===== src/rtl/smb_alert_pkg.sv =====
package smb_alert_pkg;

    // Sources that release the alert; enum value is the bit index in the clear vector.
    typedef enum logic [1:0] {
        CLR_CMD    = 2'd0,
        CLR_READ   = 2'd1,
        CLR_EN_CYC = 2'd2,
        CLR_OP_CYC = 2'd3
    } clr_src_e;

    localparam int unsigned CLR_SRCS = 4;
    localparam int unsigned RECYCLE_SRCS = 2;

endpackage


===== src/rtl/smb_cond_track.sv =====
module smb_cond_track #(
    parameter int unsigned W = 8
) (
    input  logic         clk,
    input  logic         rst_n,
    input  logic [W-1:0] cond_i,
    output logic         chg_o,
    output logic [W-1:0] rise_o
);

    typedef struct packed {
        logic [W-1:0] prev;
    } trk_t;

    trk_t trk_d, trk_q;

    always_comb begin
        trk_d      = trk_q;
        trk_d.prev = cond_i;
    end

    always_ff @(posedge clk or negedge rst_n) begin
        if (!rst_n) begin
            trk_q <= '0;
        end else begin
            trk_q <= trk_d;
        end
    end

    assign chg_o  = |(cond_i ^ trk_q.prev);
    assign rise_o = cond_i & ~trk_q.prev;

    // a reported rising bit must be high now.
    assert_rise_is_high_R4: assert property (@(posedge clk) disable iff (!rst_n)
        ((rise_o & ~cond_i) == '0));

endmodule


===== src/rtl/smb_recycle_det.sv =====
module smb_recycle_det (
    input  logic clk,
    input  logic rst_n,
    input  logic lvl_i,
    output logic pulse_o
);

    typedef struct packed {
        logic was_off;
    } rec_t;

    rec_t rec_d, rec_q;

    always_comb begin
        rec_d         = rec_q;
        rec_d.was_off = ~lvl_i;
    end

    always_ff @(posedge clk or negedge rst_n) begin
        if (!rst_n) begin
            rec_q <= '0;
        end else begin
            rec_q <= rec_d;
        end
    end

    assign pulse_o = lvl_i & rec_q.was_off;

    // no two recycle pulses in consecutive cycles.
    assert_single_pulse_R7: assert property (@(posedge clk) disable iff (!rst_n)
        pulse_o |=> !pulse_o);

endmodule


===== src/rtl/smb_alert_ctrl.sv =====
module smb_alert_ctrl
    import smb_alert_pkg::*;
#(
    parameter int unsigned NCOND = 9,
    parameter int unsigned NERR  = 3
) (
    input  logic                  clk,
    input  logic                  rst_n,
    input  logic [NCOND-1:0]      cond_i,
    input  logic [NERR-1:0]       err_pulse_i,
    input  logic                  clr_faults_i,
    input  logic                  stat_read_i,
    input  logic                  out_en_i,
    input  logic                  op_on_i,
    output logic                  alert_n_o,
    output logic [NCOND+NERR-1:0] status_o
);

    localparam int unsigned NSTAT = NCOND + NERR;

    typedef struct packed {
        logic             alert;
        logic [NSTAT-1:0] sticky;
    } core_t;

    core_t core_d, core_q;

    logic                    trk_chg;
    logic [NCOND-1:0]        trk_rise;
    logic [RECYCLE_SRCS-1:0] rec_lvl;
    logic [RECYCLE_SRCS-1:0] rec_pulse;
    logic [CLR_SRCS-1:0]     clr_vec;
    logic                    clr_any;
    logic                    new_event;

    smb_cond_track #(.W(NCOND)) u_track (
        .clk    (clk),
        .rst_n  (rst_n),
        .cond_i (cond_i),
        .chg_o  (trk_chg),
        .rise_o (trk_rise)
    );

    assign rec_lvl = {op_on_i, out_en_i};

    for (genvar g = 0; g < RECYCLE_SRCS; g++) begin : g_recycle
        smb_recycle_det u_rec (
            .clk     (clk),
            .rst_n   (rst_n),
            .lvl_i   (rec_lvl[g]),
            .pulse_o (rec_pulse[g])
        );
    end

    always_comb begin
        clr_vec             = '0;
        clr_vec[CLR_CMD]    = clr_faults_i;
        clr_vec[CLR_READ]   = stat_read_i;
        clr_vec[CLR_EN_CYC] = rec_pulse[0];
        clr_vec[CLR_OP_CYC] = rec_pulse[1];
    end

    assign clr_any   = |clr_vec;
    assign new_event = trk_chg | (|err_pulse_i);

    always_comb begin
        core_d = core_q;
        if (clr_any) begin
            // Empty, then refill from what is still active; new edges win.
            core_d.sticky = {err_pulse_i, cond_i};
            core_d.alert  = new_event | (|cond_i);
        end else begin
            core_d.sticky = core_q.sticky | {err_pulse_i, trk_rise};
            core_d.alert  = core_q.alert | new_event;
        end
    end

    always_ff @(posedge clk or negedge rst_n) begin
        if (!rst_n) begin
            core_q <= '0;
        end else begin
            core_q <= core_d;
        end
    end

    assign alert_n_o = ~core_q.alert;
    assign status_o  = core_q.sticky;

    assert_reset_idle_R1: assert property (@(posedge clk)
        !rst_n |-> (alert_n_o && status_o == '0));

    assert_change_latch_R2: assert property (@(posedge clk) disable iff (!rst_n)
        trk_chg |=> !alert_n_o);

    assert_err_latch_R3: assert property (@(posedge clk) disable iff (!rst_n)
        (|err_pulse_i) |=> (!alert_n_o &&
            ((status_o[NSTAT-1:NCOND] & $past(err_pulse_i)) == $past(err_pulse_i))));

    assert_sticky_keep_R4: assert property (@(posedge clk) disable iff (!rst_n)
        !clr_any |=> ((status_o & $past(status_o)) == $past(status_o)));

    assert_alert_hold_R5: assert property (@(posedge clk) disable iff (!rst_n)
        (!alert_n_o && !clr_any) |=> !alert_n_o);

    assert_release_R6: assert property (@(posedge clk) disable iff (!rst_n)
        (clr_any && !(|cond_i) && !new_event) |=> (alert_n_o && status_o == '0));

    assert_persist_R9: assert property (@(posedge clk) disable iff (!rst_n)
        (|cond_i) |=> !alert_n_o);

    assert_reload_R9: assert property (@(posedge clk) disable iff (!rst_n)
        clr_any |=> (status_o[NCOND-1:0] == $past(cond_i)));

endmodule


===== config.mk =====
export PLATFORM = sky130hd
export DESIGN_NAME = smb_alert_ctrl
export DESIGN_NICKNAME = d
export VERILOG_FILES = /design/src/rtl/smb_alert_pkg.sv /design/src/rtl/smb_cond_track.sv /design/src/rtl/smb_recycle_det.sv /design/src/rtl/smb_alert_ctrl.sv
export SDC_FILE = /design/constraint.sdc
export NUM_CORES = 1
export LEC_CHECK = 0
export ABC_AREA = 1
export ABC_CLOCK_PERIOD_IN_PS = 3230
export BUFFER_PORTS_ARGS = -buffer_cell sky130_fd_sc_hd__buf_2
export CORE_MARGIN = 1.5
export CORE_UTILIZATION = 55
export DETAILED_ROUTE_END_ITERATION = 8
export PLACE_DENSITY = 0.82
export SYNTH_ARGS = -nofsm -noshare
export SYNTH_HDL_FRONTEND = slang
export SYNTH_SLANG_ARGS = --single-unit

===== constraint.sdc =====
create_clock -name clk -period 3.23 [get_ports clk]
set_clock_uncertainty 0.05 [all_clocks]
set_input_delay 0.1615 -clock clk [delete_from_list [all_inputs] [get_ports clk]]
set_output_delay 0.1615 -clock clk [all_outputs]
set_load 0.02 [all_outputs]

## Yosys cells after proc, flatten, opt, wreduce, memory -nomap -nowiden

Index checks and enable logic that the tools add are counted.

- Register bits after elaboration: 24
- Latch bits: 0
- RAM bits: 0
- ROM bits: 0
- Input bits: 18
- Output and inout port bits: 13
- Word-level logic and storage cells: 22
- Memories: 0

- $add $sub $neg: 0
- $mul: 0
- Divide/modulo/power cells: 0
- Order comparisons: 0
- Equal/unequal tests: 0
- Shift-type cells: 0
- Muxes and demuxes: 1
- Bitwise logic cells: 12
- Reductions and logical operators: 4

Operator list:

| cell | number |
|---|---|
| $reduce_or A9 Y1 | 2 |
| $mux W13 | 1 |
| $or A12 B12 Y12 | 1 |
| $and A9 B9 Y9 | 1 |
| $not A9 Y9 | 1 |
| $xor A9 B9 Y9 | 1 |
| $reduce_or A4 Y1 | 1 |
| $not A1 Y1 | 3 |
| $or A1 B1 Y1 | 3 |
| $reduce_or A3 Y1 | 1 |
| $and A1 B1 Y1 | 2 |

## Longest topological paths before layout

Gate-level depths: netlist (run 1).

- Word-level depth: 5
- Depth in mapped cells: 7
- Depth with buffers taken out: 7

## By module

A second synthesis (run 1) with hierarchy kept.

- Cell total of the unflattened synthesis: 130
- Area, all modules: 1159.9 µm²

Modules (own cells, without submodules):

| module | instances | cells each | area an instance (µm²) | seq. area each (µm²) |
|---|---|---|---|---|
| smb_alert_ctrl | 1 | 86 | 680.7 | 325.3 |
| smb_cond_track | 1 | 36 | 406.6 | 225.2 |
| smb_recycle_det | 2 | 4 | 36.3 | 25.0 |

## Worst setup path before layout (run 1)

OpenSTA, ideal clock, no wires.

- Kind: register to register
- Start: register u_track.trk_q[4] (netlist bit)
- End: register core_q[12] (netlist bit)
- Library setup time: 0.119 ns
- Arrival: 0.907 ns
- Required time: 3.061 ns
- Slack: 2.154 ns
- Stages on the path, launching flop included: 8
- Path buffers: 0
- Period minus slack after synthesis: 1.076 ns
- Cell sequence: dfrtp_1 > inv_1 > ha_1 > nand2_1 > nor2_1 > nand3_1 > nor2_1 > nand2_1

RTL lines:

| item | line | text |
|---|---|---|
| from (decl) | smb_cond_track.sv:15 | `trk_t trk_d, trk_q;` |
| from (signal assigned) | smb_cond_track.sv:26 | `trk_q <= trk_d;` |
| to (signal assigned) | smb_alert_ctrl.sv:82 | `core_q <= core_d;` |
| to (decl) | smb_alert_ctrl.sv:26 | `core_t core_d, core_q;` |

==> results of run 1 <==
[through the flow]
stage	worst slack, ns	utilization (%)
floorplan	2.15	-
global placement	1.91	62.7
detailed placement	1.82	62.7
CTS	1.69	72.9
global route	1.58	72.9
finish	1.71	72.9
[power by group]
part	switching, mW	leakage (nW)	internal (mW)
registers	0.00832	0.277	0.319
clock network	0.0888	0.0279	0.126
logic	0.0665	0.493	0.0471
[worst max-delay path by stage]
| stage | from | endpoint | slack, ns | depth (start not counted) |
|---|---|---|---|---|
| final | op_on_i | status_o[1]$_DFF_PN0_ | 1.71 | 6 |
| after global routing | out_en_i | status_o[1]$_DFF_PN0_ | 1.58 | 6 |
| after CTS | out_en_i | status_o[1]$_DFF_PN0_ | 1.69 | 6 |
| after detailed placement | g_recycle[0].u_rec.rec_q$_DFF_PN0_ | status_o[1]$_DFF_PN0_ | 1.82 | 4 |
| after global placement | g_recycle[1].u_rec.rec_q$_DFF_PN0_ | status_o[0]$_DFF_PN0_ | 1.91 | 4 |
| after floorplan | u_track.trk_q[4]$_DFF_PN0_ | core_q[12]$_DFF_PN0_ | 2.15 | 7 |
[routing by layer]
layer  up-vias  GRT usage (%)
met4         0           9.72
met2        21           34.7
met5         -              0
li1        428              -
met1       394           28.2
met3         4           2.76
[state kept, by name, summed over array words and instances, names as in the netlist]
signal,cells
status_o,12
g_recycle.u_rec.rec_q,2
core_q,1
u_track.trk_q,9
[cell usage in the layout (no fill, tap or decap), types with 3 or more instances in the layout]
cell type / Yosys / layout
sky130_fd_sc_hd__buf_2: 0 / 30
sky130_fd_sc_hd__clkbuf_4: 0 / 3
sky130_fd_sc_hd__dfrtp_1: 24 / 24
sky130_fd_sc_hd__dlygate4sd3_1: 0 / 15
sky130_fd_sc_hd__ha_1: 9 / 9
sky130_fd_sc_hd__inv_1: 19 / 19
sky130_fd_sc_hd__nand2_1: 20 / 20
sky130_fd_sc_hd__nor2_1: 18 / 18
sky130_fd_sc_hd__o21ai_2: 12 / 12
[cell type report]
class	instances	share of cell area (%)
Tap cell	27	2.32
Timing Repair Buffer	45	20.6
Inverter	19	4.89
Clock inverter	1	2.06
Clock buffer	3	1.54
Multi-Input combinational cell	65	27.4
Sequential cell	24	41.2
[cells by family (layout without fill, tap and decap cells)]
family / count (synthesis) / after routing
buf+inv: 33 / 68
flops: 24 / 24
compound gates: 12 / 12
simple gates: 44 / 44
fa+ha+maj: 9 / 9
==> impl_metrics.xml, run 1 <==
<?xml version="1.0" encoding="UTF-8"?>
<metrics>
  <group name="run_status">
    <metric name="status" unit="">finished, final reports clean</metric>
  </group>
  <group name="placed_design">
    <metric name="globalplace.congestion" unit="">0.709</metric>
    <metric name="placed_area" unit="um2">1260</metric>
    <metric name="port_buffers" unit="">30</metric>
    <metric name="dp_hpwl" unit="um">1460</metric>
    <metric name="dp.cells" unit="">165</metric>
  </group>
  <group name="sta">
    <metric name="drv_slew" unit="">0</metric>
    <metric name="final-hold-violation-count" unit="">0</metric>
    <metric name="final.min_clock_period" unit="ns">1.52</metric>
    <metric name="max_slew_margin" unit="%">62.1</metric>
    <metric name="rsz0062_at_grt" unit="">false</metric>
    <metric name="hold_ws" unit="ns">0.283</metric>
    <metric name="final.setup.tns" unit="ns">0</metric>
    <metric name="tightestPinTransition" unit="ns">0.567</metric>
    <metric name="maxClockFrequency" unit="GHz">0.658</metric>
    <metric name="setup_viol" unit="">0</metric>
    <metric name="final_period_util" unit="%">47.1</metric>
  </group>
  <group name="cells_and_area">
    <metric name="post_layout_nonfiller_instances" unit="">184</metric>
    <metric name="nets" unit="">185</metric>
    <metric name="final_cell_area" unit="um2">1460</metric>
    <metric name="multi_input_comb_area" unit="um2">400</metric>
    <metric name="syn_to_final_growth" unit="%">23.1</metric>
    <metric name="antenna_diode_instance_count" unit="">0</metric>
    <metric name="post_route_cells_drive_above_1_share" unit="%">31.2</metric>
    <metric name="register_area" unit="um2">601</metric>
    <metric name="num-fill-cells" unit="">157</metric>
  </group>
  <group name="yosys">
    <metric name="post_synth_and_or_nand_nor_area_fraction" unit="%">15.4</metric>
    <metric name="synth_mux_area_share" unit="%">0</metric>
    <metric name="yosys-top-cells-area" unit="">sky130_fd_sc_hd__dfrtp_1 (51%), sky130_fd_sc_hd__ha_1 (9.5%), sky130_fd_sc_hd__o21ai_2 (8.9%)</metric>
    <metric name="dominant_synthesized_flop_cell" unit="">sky130_fd_sc_hd__dfrtp_1</metric>
    <metric name="synth_top_area_share" unit="%">50.7</metric>
    <metric name="synth_edf_count" unit="">0</metric>
    <metric name="synth-compound-area-share" unit="%">8.87</metric>
    <metric name="synth_sequential_area_ratio" unit="%">50.7</metric>
    <metric name="synth_seq_cells" unit="">24</metric>
    <metric name="synth_largest_area_cell" unit="">sky130_fd_sc_hd__dfrtp_1</metric>
    <metric name="avgSynthCellArea" unit="um2">9.71</metric>
    <metric name="synth_commonest_cells" unit="">sky130_fd_sc_hd__dfrtp_1 (24), sky130_fd_sc_hd__nand2_1 (20), sky130_fd_sc_hd__inv_1 (19)</metric>
    <metric name="synth_top_family_by_area" unit="">buffers and inverters</metric>
    <metric name="synth_adder_area_share" unit="%">9.50</metric>
    <metric name="asyncSetResetFlopFracSynth" unit="%">100</metric>
    <metric name="postSynthNetCount" unit="">149</metric>
    <metric name="synthDistinctLibCells" unit="">14</metric>
    <metric name="yosysWarnings" unit="">0</metric>
    <metric name="syn-cell-area" unit="um2">1180</metric>
    <metric name="synthesis.instances" unit="">122</metric>
    <metric name="post_synth_xor_xnor_area" unit="%">0</metric>
    <metric name="synthMostInstantiatedCell" unit="">sky130_fd_sc_hd__dfrtp_1</metric>
  </group>
  <group name="setup_path">
    <metric name="timing.setup.critical_path_class" unit="">in -&gt; reg</metric>
    <metric name="cpMostUsedCell" unit="">sky130_fd_sc_hd__nand2_1</metric>
    <metric name="crit_required" unit="ns">3.38</metric>
    <metric name="cp_data_arrival_time" unit="ns">1.67</metric>
    <metric name="ff2ff_path_depth" unit="">4</metric>
    <metric name="r2r_setup_slack" unit="ns">1.81</metric>
    <metric name="endpoint_of_the_most_critical_register_to_register_path" unit="">status_o[1]$_DFF_PN0_</metric>
    <metric name="slowest_stage" unit="">sky130_fd_sc_hd__dlygate4sd3_1</metric>
    <metric name="critical_path.startpoint_type" unit="">input pin</metric>
    <metric name="critical_path.max_fanout" unit="">23</metric>
    <metric name="critical_path.cell_chain" unit="">dlygate4sd3_1, buf_2, nand2_1, nand3_2, nand2_1, o21ai_2</metric>
    <metric name="r2r_start" unit="">g_recycle[0].u_rec.rec_q$_DFF_PN0_</metric>
    <metric name="timing.critical_path.to_type" unit="">register</metric>
    <metric name="worst_path_dominant_cell_family" unit="">simple AND/OR/NAND/NOR gates</metric>
    <metric name="slowest_delay" unit="ns">0.53</metric>
    <metric name="worstPathBufferInverterCount" unit="">2</metric>
  </group>
  <group name="pwr">
    <metric name="power_leakage" unit="nW">0.798</metric>
    <metric name="powerDensity" unit="nW/um2">449</metric>
    <metric name="total_power" unit="mW">0.656</metric>
    <metric name="vdd_ir_drop_max" unit="uV">316</metric>
  </group>
  <group name="drt">
    <metric name="detail_route.drc_violations" unit="">0</metric>
    <metric name="met3WireLength" unit="um">70</metric>
    <metric name="drt_pre_antenna_iters" unit="">4</metric>
    <metric name="wl" unit="um">2140</metric>
    <metric name="route.detailed.wl_per_inst" unit="um">11.6</metric>
    <metric name="route.top_layer_used" unit="">met4</metric>
    <metric name="dr.first_iter.drc_count" unit="">19</metric>
    <metric name="met2WireLength" unit="um">1090</metric>
    <metric name="vias_per_cell" unit="">4.60</metric>
    <metric name="met1_length" unit="um">948</metric>
    <metric name="route.antenna.remaining_nets" unit="">0</metric>
    <metric name="vias" unit="">847</metric>
  </group>
  <group name="clocking">
    <metric name="cts.hold.buffers_added" unit="">15</metric>
    <metric name="clock_path_buffers" unit="">2</metric>
    <metric name="clock_tree_from_tritoncts" unit="">yes</metric>
    <metric name="post_cts_resized" unit="">0</metric>
    <metric name="cts.sinks" unit="">24</metric>
    <metric name="clock_tree.htree_level_count" unit="">1</metric>
    <metric name="clock_latency" unit="ns">0.31</metric>
    <metric name="post-cts-setup-buffer-count" unit="">0</metric>
    <metric name="clock-root-buffer" unit="">sky130_fd_sc_hd__clkbuf_4</metric>
    <metric name="cts_inserted_buffers" unit="">3</metric>
    <metric name="clkSlewWorstSetupHoldPaths" unit="ns">0.13</metric>
  </group>
  <group name="grt">
    <metric name="number_of_global_route_vias_before_repair" unit="">854</metric>
    <metric name="grt_antenna_before_repair" unit="">0</metric>
    <metric name="largest_net_degree_at_the_start_of_global_routing" unit="">25</metric>
    <metric name="grt_usage" unit="%">21.2</metric>
    <metric name="grt-ovfl-total" unit="">0</metric>
    <metric name="first_pass_grt_wire_length" unit="um">3840</metric>
  </group>
  <group name="die">
    <metric name="die_area" unit="um2">2440</metric>
    <metric name="design.portCount" unit="">31</metric>
    <metric name="die_x" unit="um">49.4</metric>
    <metric name="die_height" unit="um">49.4</metric>
    <metric name="core_footprint" unit="um2">2000</metric>
    <metric name="num_rows" unit="">16</metric>
    <metric name="start_util" unit="%">59.2</metric>
  </group>
  <group name="run">
    <metric name="maxCapViolations" unit="">0</metric>
  </group>
  <group name="hold_path">
    <metric name="min_path_type" unit="">in -&gt; async</metric>
  </group>
</metrics>
Note: power is estimated with default switching activity, not from simulation.
==> run 2, diff against run 1 <==
ABC_CLOCK_PERIOD_IN_PS = 1400   (was 3230)
CORE_UTILIZATION = 51   (was 55)
PLACE_DENSITY = 0.76   (was 0.82)
clock period = 1.4 ns   (was 3.23 ns; I/O delays follow)
==> impl_metrics.xml, run 2 (synthesis results as in run 1) <==
<?xml version="1.0" encoding="UTF-8"?>
<metrics>
  <group name="run_status">
    <metric name="status" unit="">finished, final reports clean</metric>
  </group>
  <group name="cells_and_area">
    <metric name="largest_register_ff_count" unit="">12</metric>
    <metric name="post_route_cells_drive_above_1_share" unit="%">31.6</metric>
    <metric name="most_used_cells_in_the_layout_excluding_fill_and_tap_cells" unit="">sky130_fd_sc_hd__buf_2 (30), sky130_fd_sc_hd__dfrtp_1 (24), sky130_fd_sc_hd__nand2_1 (20), sky130_fd_sc_hd__inv_1 (19), sky130_fd_sc_hd__nor2_1 (18)</metric>
    <metric name="nets" unit="">186</metric>
    <metric name="antenna_diode_instance_count" unit="">0</metric>
    <metric name="num-fill-cells" unit="">184</metric>
    <metric name="post_layout_nonfiller_instances" unit="">186</metric>
    <metric name="syn_to_final_growth" unit="%">23.5</metric>
    <metric name="register_area" unit="um2">601</metric>
    <metric name="layout.cells.most_common" unit="">sky130_fd_sc_hd__buf_2</metric>
    <metric name="multi_input_comb_area" unit="um2">400</metric>
  </group>
  <group name="grt">
    <metric name="largest_net_degree_at_the_start_of_global_routing" unit="">25</metric>
    <metric name="number_of_global_route_vias_before_repair" unit="">890</metric>
    <metric name="first_pass_grt_wire_length" unit="um">3500</metric>
    <metric name="grt_antenna_before_repair" unit="">0</metric>
    <metric name="grt_usage" unit="%">18.3</metric>
    <metric name="grt-ovfl-total" unit="">0</metric>
  </group>
  <group name="clocking">
    <metric name="cts.sinks" unit="">24</metric>
    <metric name="clock_tree_from_tritoncts" unit="">yes</metric>
    <metric name="post-cts-setup-buffer-count" unit="">0</metric>
    <metric name="clock_tree.htree_level_count" unit="">1</metric>
    <metric name="clock_latency" unit="ns">0.30</metric>
    <metric name="clock_path_buffers" unit="">2</metric>
    <metric name="clock-root-buffer" unit="">sky130_fd_sc_hd__clkbuf_4</metric>
    <metric name="cts_inserted_buffers" unit="">3</metric>
    <metric name="clkSlewWorstSetupHoldPaths" unit="ns">0.12</metric>
    <metric name="post_cts_resized" unit="">0</metric>
  </group>
  <group name="die">
    <metric name="die_height" unit="um">51.2</metric>
    <metric name="num_rows" unit="">17</metric>
    <metric name="start_util" unit="%">53.6</metric>
    <metric name="core_footprint" unit="um2">2210</metric>
    <metric name="die_area" unit="um2">2620</metric>
    <metric name="design.portCount" unit="">31</metric>
    <metric name="die_x" unit="um">51.2</metric>
  </group>
  <group name="sta">
    <metric name="rsz0062_at_grt" unit="">false</metric>
    <metric name="worst_slack" unit="ns">0.141</metric>
    <metric name="hold_ws" unit="ns">0.157</metric>
    <metric name="final.setup.tns" unit="ns">0</metric>
    <metric name="final_period_util" unit="%">89.9</metric>
    <metric name="maxClockFrequency" unit="GHz">0.794</metric>
    <metric name="tightestPinTransition" unit="ns">0.518</metric>
    <metric name="setup_viol" unit="">0</metric>
    <metric name="final-hold-violation-count" unit="">0</metric>
    <metric name="final.min_clock_period" unit="ns">1.26</metric>
    <metric name="max_slew_margin" unit="%">65.5</metric>
    <metric name="drv_slew" unit="">0</metric>
  </group>
  <group name="drt">
    <metric name="route.detailed.wl_per_inst" unit="um">10.7</metric>
    <metric name="dr.first_iter.drc_count" unit="">2</metric>
    <metric name="detail_route.drc_violations" unit="">0</metric>
    <metric name="route.antenna.remaining_nets" unit="">0</metric>
    <metric name="vias" unit="">836</metric>
    <metric name="wl" unit="um">1990</metric>
    <metric name="vias_per_cell" unit="">4.49</metric>
    <metric name="drt_pre_antenna_iters" unit="">3</metric>
  </group>
  <group name="setup_path">
    <metric name="timing.setup.critical_path_class" unit="">in -&gt; reg</metric>
    <metric name="critical_path.startpoint_type" unit="">input pin</metric>
    <metric name="cp_data_arrival_time" unit="ns">1.41</metric>
    <metric name="critical_path.max_fanout" unit="">4</metric>
    <metric name="crit_required" unit="ns">1.55</metric>
    <metric name="timing.critical_path.to_type" unit="">register</metric>
  </group>
  <group name="pwr">
    <metric name="power.combinational.fraction" unit="%">19.4</metric>
    <metric name="power.share.clock" unit="%">25.6</metric>
    <metric name="switchingPower" unit="mW">0.360</metric>
    <metric name="powerDensity" unit="nW/um2">935</metric>
    <metric name="total_power" unit="mW">1.37</metric>
    <metric name="vdd_ir_drop_max" unit="uV">783</metric>
    <metric name="share_seq_of_total_power" unit="%">55.0</metric>
    <metric name="internal_power" unit="mW">1.01</metric>
    <metric name="switching_part_of_the_total" unit="%">26.3</metric>
    <metric name="power_leakage" unit="nW">0.801</metric>
  </group>
  <group name="hold_path">
    <metric name="min_path_type" unit="">in -&gt; reg</metric>
  </group>
  <group name="placed_design">
    <metric name="port_buffers" unit="">30</metric>
    <metric name="dp_hpwl" unit="um">1380</metric>
    <metric name="globalplace.congestion" unit="">0.730</metric>
    <metric name="preCtsSetupSlack" unit="ns">0.236</metric>
    <metric name="dp.cells" unit="">167</metric>
  </group>
  <group name="run">
    <metric name="maxCapViolations" unit="">0</metric>
  </group>
</metrics>
==> run 2: final cells by class <==
cell class                 instances  area share [%]
sequential                        24            41.0
multi-input combinational         65            27.4
timing repair buffer              46            21.9
inverter                          19            4.87
clock buffer                       4            2.48
tap                               28            2.39
==> run 2: final timing paths <==
check | start | end | slack (ns) | cells after the start
setup / recovery | cond_i[8] | core_q[12]$_DFF_PN0_ | 0.14 | 8
min in group asynchronous | rst_n | status_o[8]$_DFF_PN0_ | 0.21 | 2
hold reg to reg | status_o[10]$_DFF_PN0_ | status_o[10]$_DFF_PN0_ | 0.49 | 2
hold / removal | clr_faults_i | status_o[1]$_DFF_PN0_ | 0.16 | 5
max in group asynchronous | rst_n | status_o[10]$_DFF_PN0_ | 0.74 | 2
setup reg to reg | u_track.trk_q[0]$_DFF_PN0_ | core_q[12]$_DFF_PN0_ | 0.22 | 7
==> run 2: power groups by stage <==
| stage | combinational (mW) | sequential (mW) | clock [mW] |
|---|---|---|---|
| global route | 0.299 | 0.759 | 0.397 |
| finish | 0.265 | 0.753 | 0.351 |
| CTS | 0.270 | 0.754 | 0.367 |
| detailed placement | 0.236 | 0.768 | 0 |
| global placement | 0.229 | 0.766 | 0 |
| floorplan | 0.180 | 0.764 | 0 |
==> run 2: metal layers <==
metal	share of wire, %	track usage [%]	routed length (um)	vias to the layer above
met5	0	0	0	-
met4	0.85	9.46	17	0
met3	3.5	3.80	69	2
met2	52	32.3	1030	17
met1	44	20.7	872	388
li1	-	-	-	429
==> run 2: timing repair <==
item | 4_1_cts | 5_1_grt
endpoints found under the hold margin | 47 | 0
endpoints found under the setup margin | 0 | 0
hold buffers | 15 | 0
==> run 2: through the flow <==
step / cell area, um2 / util [%]
global route: 1460 / 66.2
floorplan: 1180 / -
detailed placement: 1280 / 57.7
global placement: 1280 / 57.7
CTS: 1460 / 66.2
finish: 1460 / 66.2
==> run 2: critical path, cell delays in order <==
cell	delay (ns)
sky130_fd_sc_hd__dlygate4sd3_1	0.54
sky130_fd_sc_hd__buf_2	0.15
sky130_fd_sc_hd__ha_1	0.28
sky130_fd_sc_hd__nand2_1	0.05
sky130_fd_sc_hd__nor2_1	0.10
sky130_fd_sc_hd__nand3_1	0.08
sky130_fd_sc_hd__nor2_1	0.09
sky130_fd_sc_hd__nand2_1	0.06
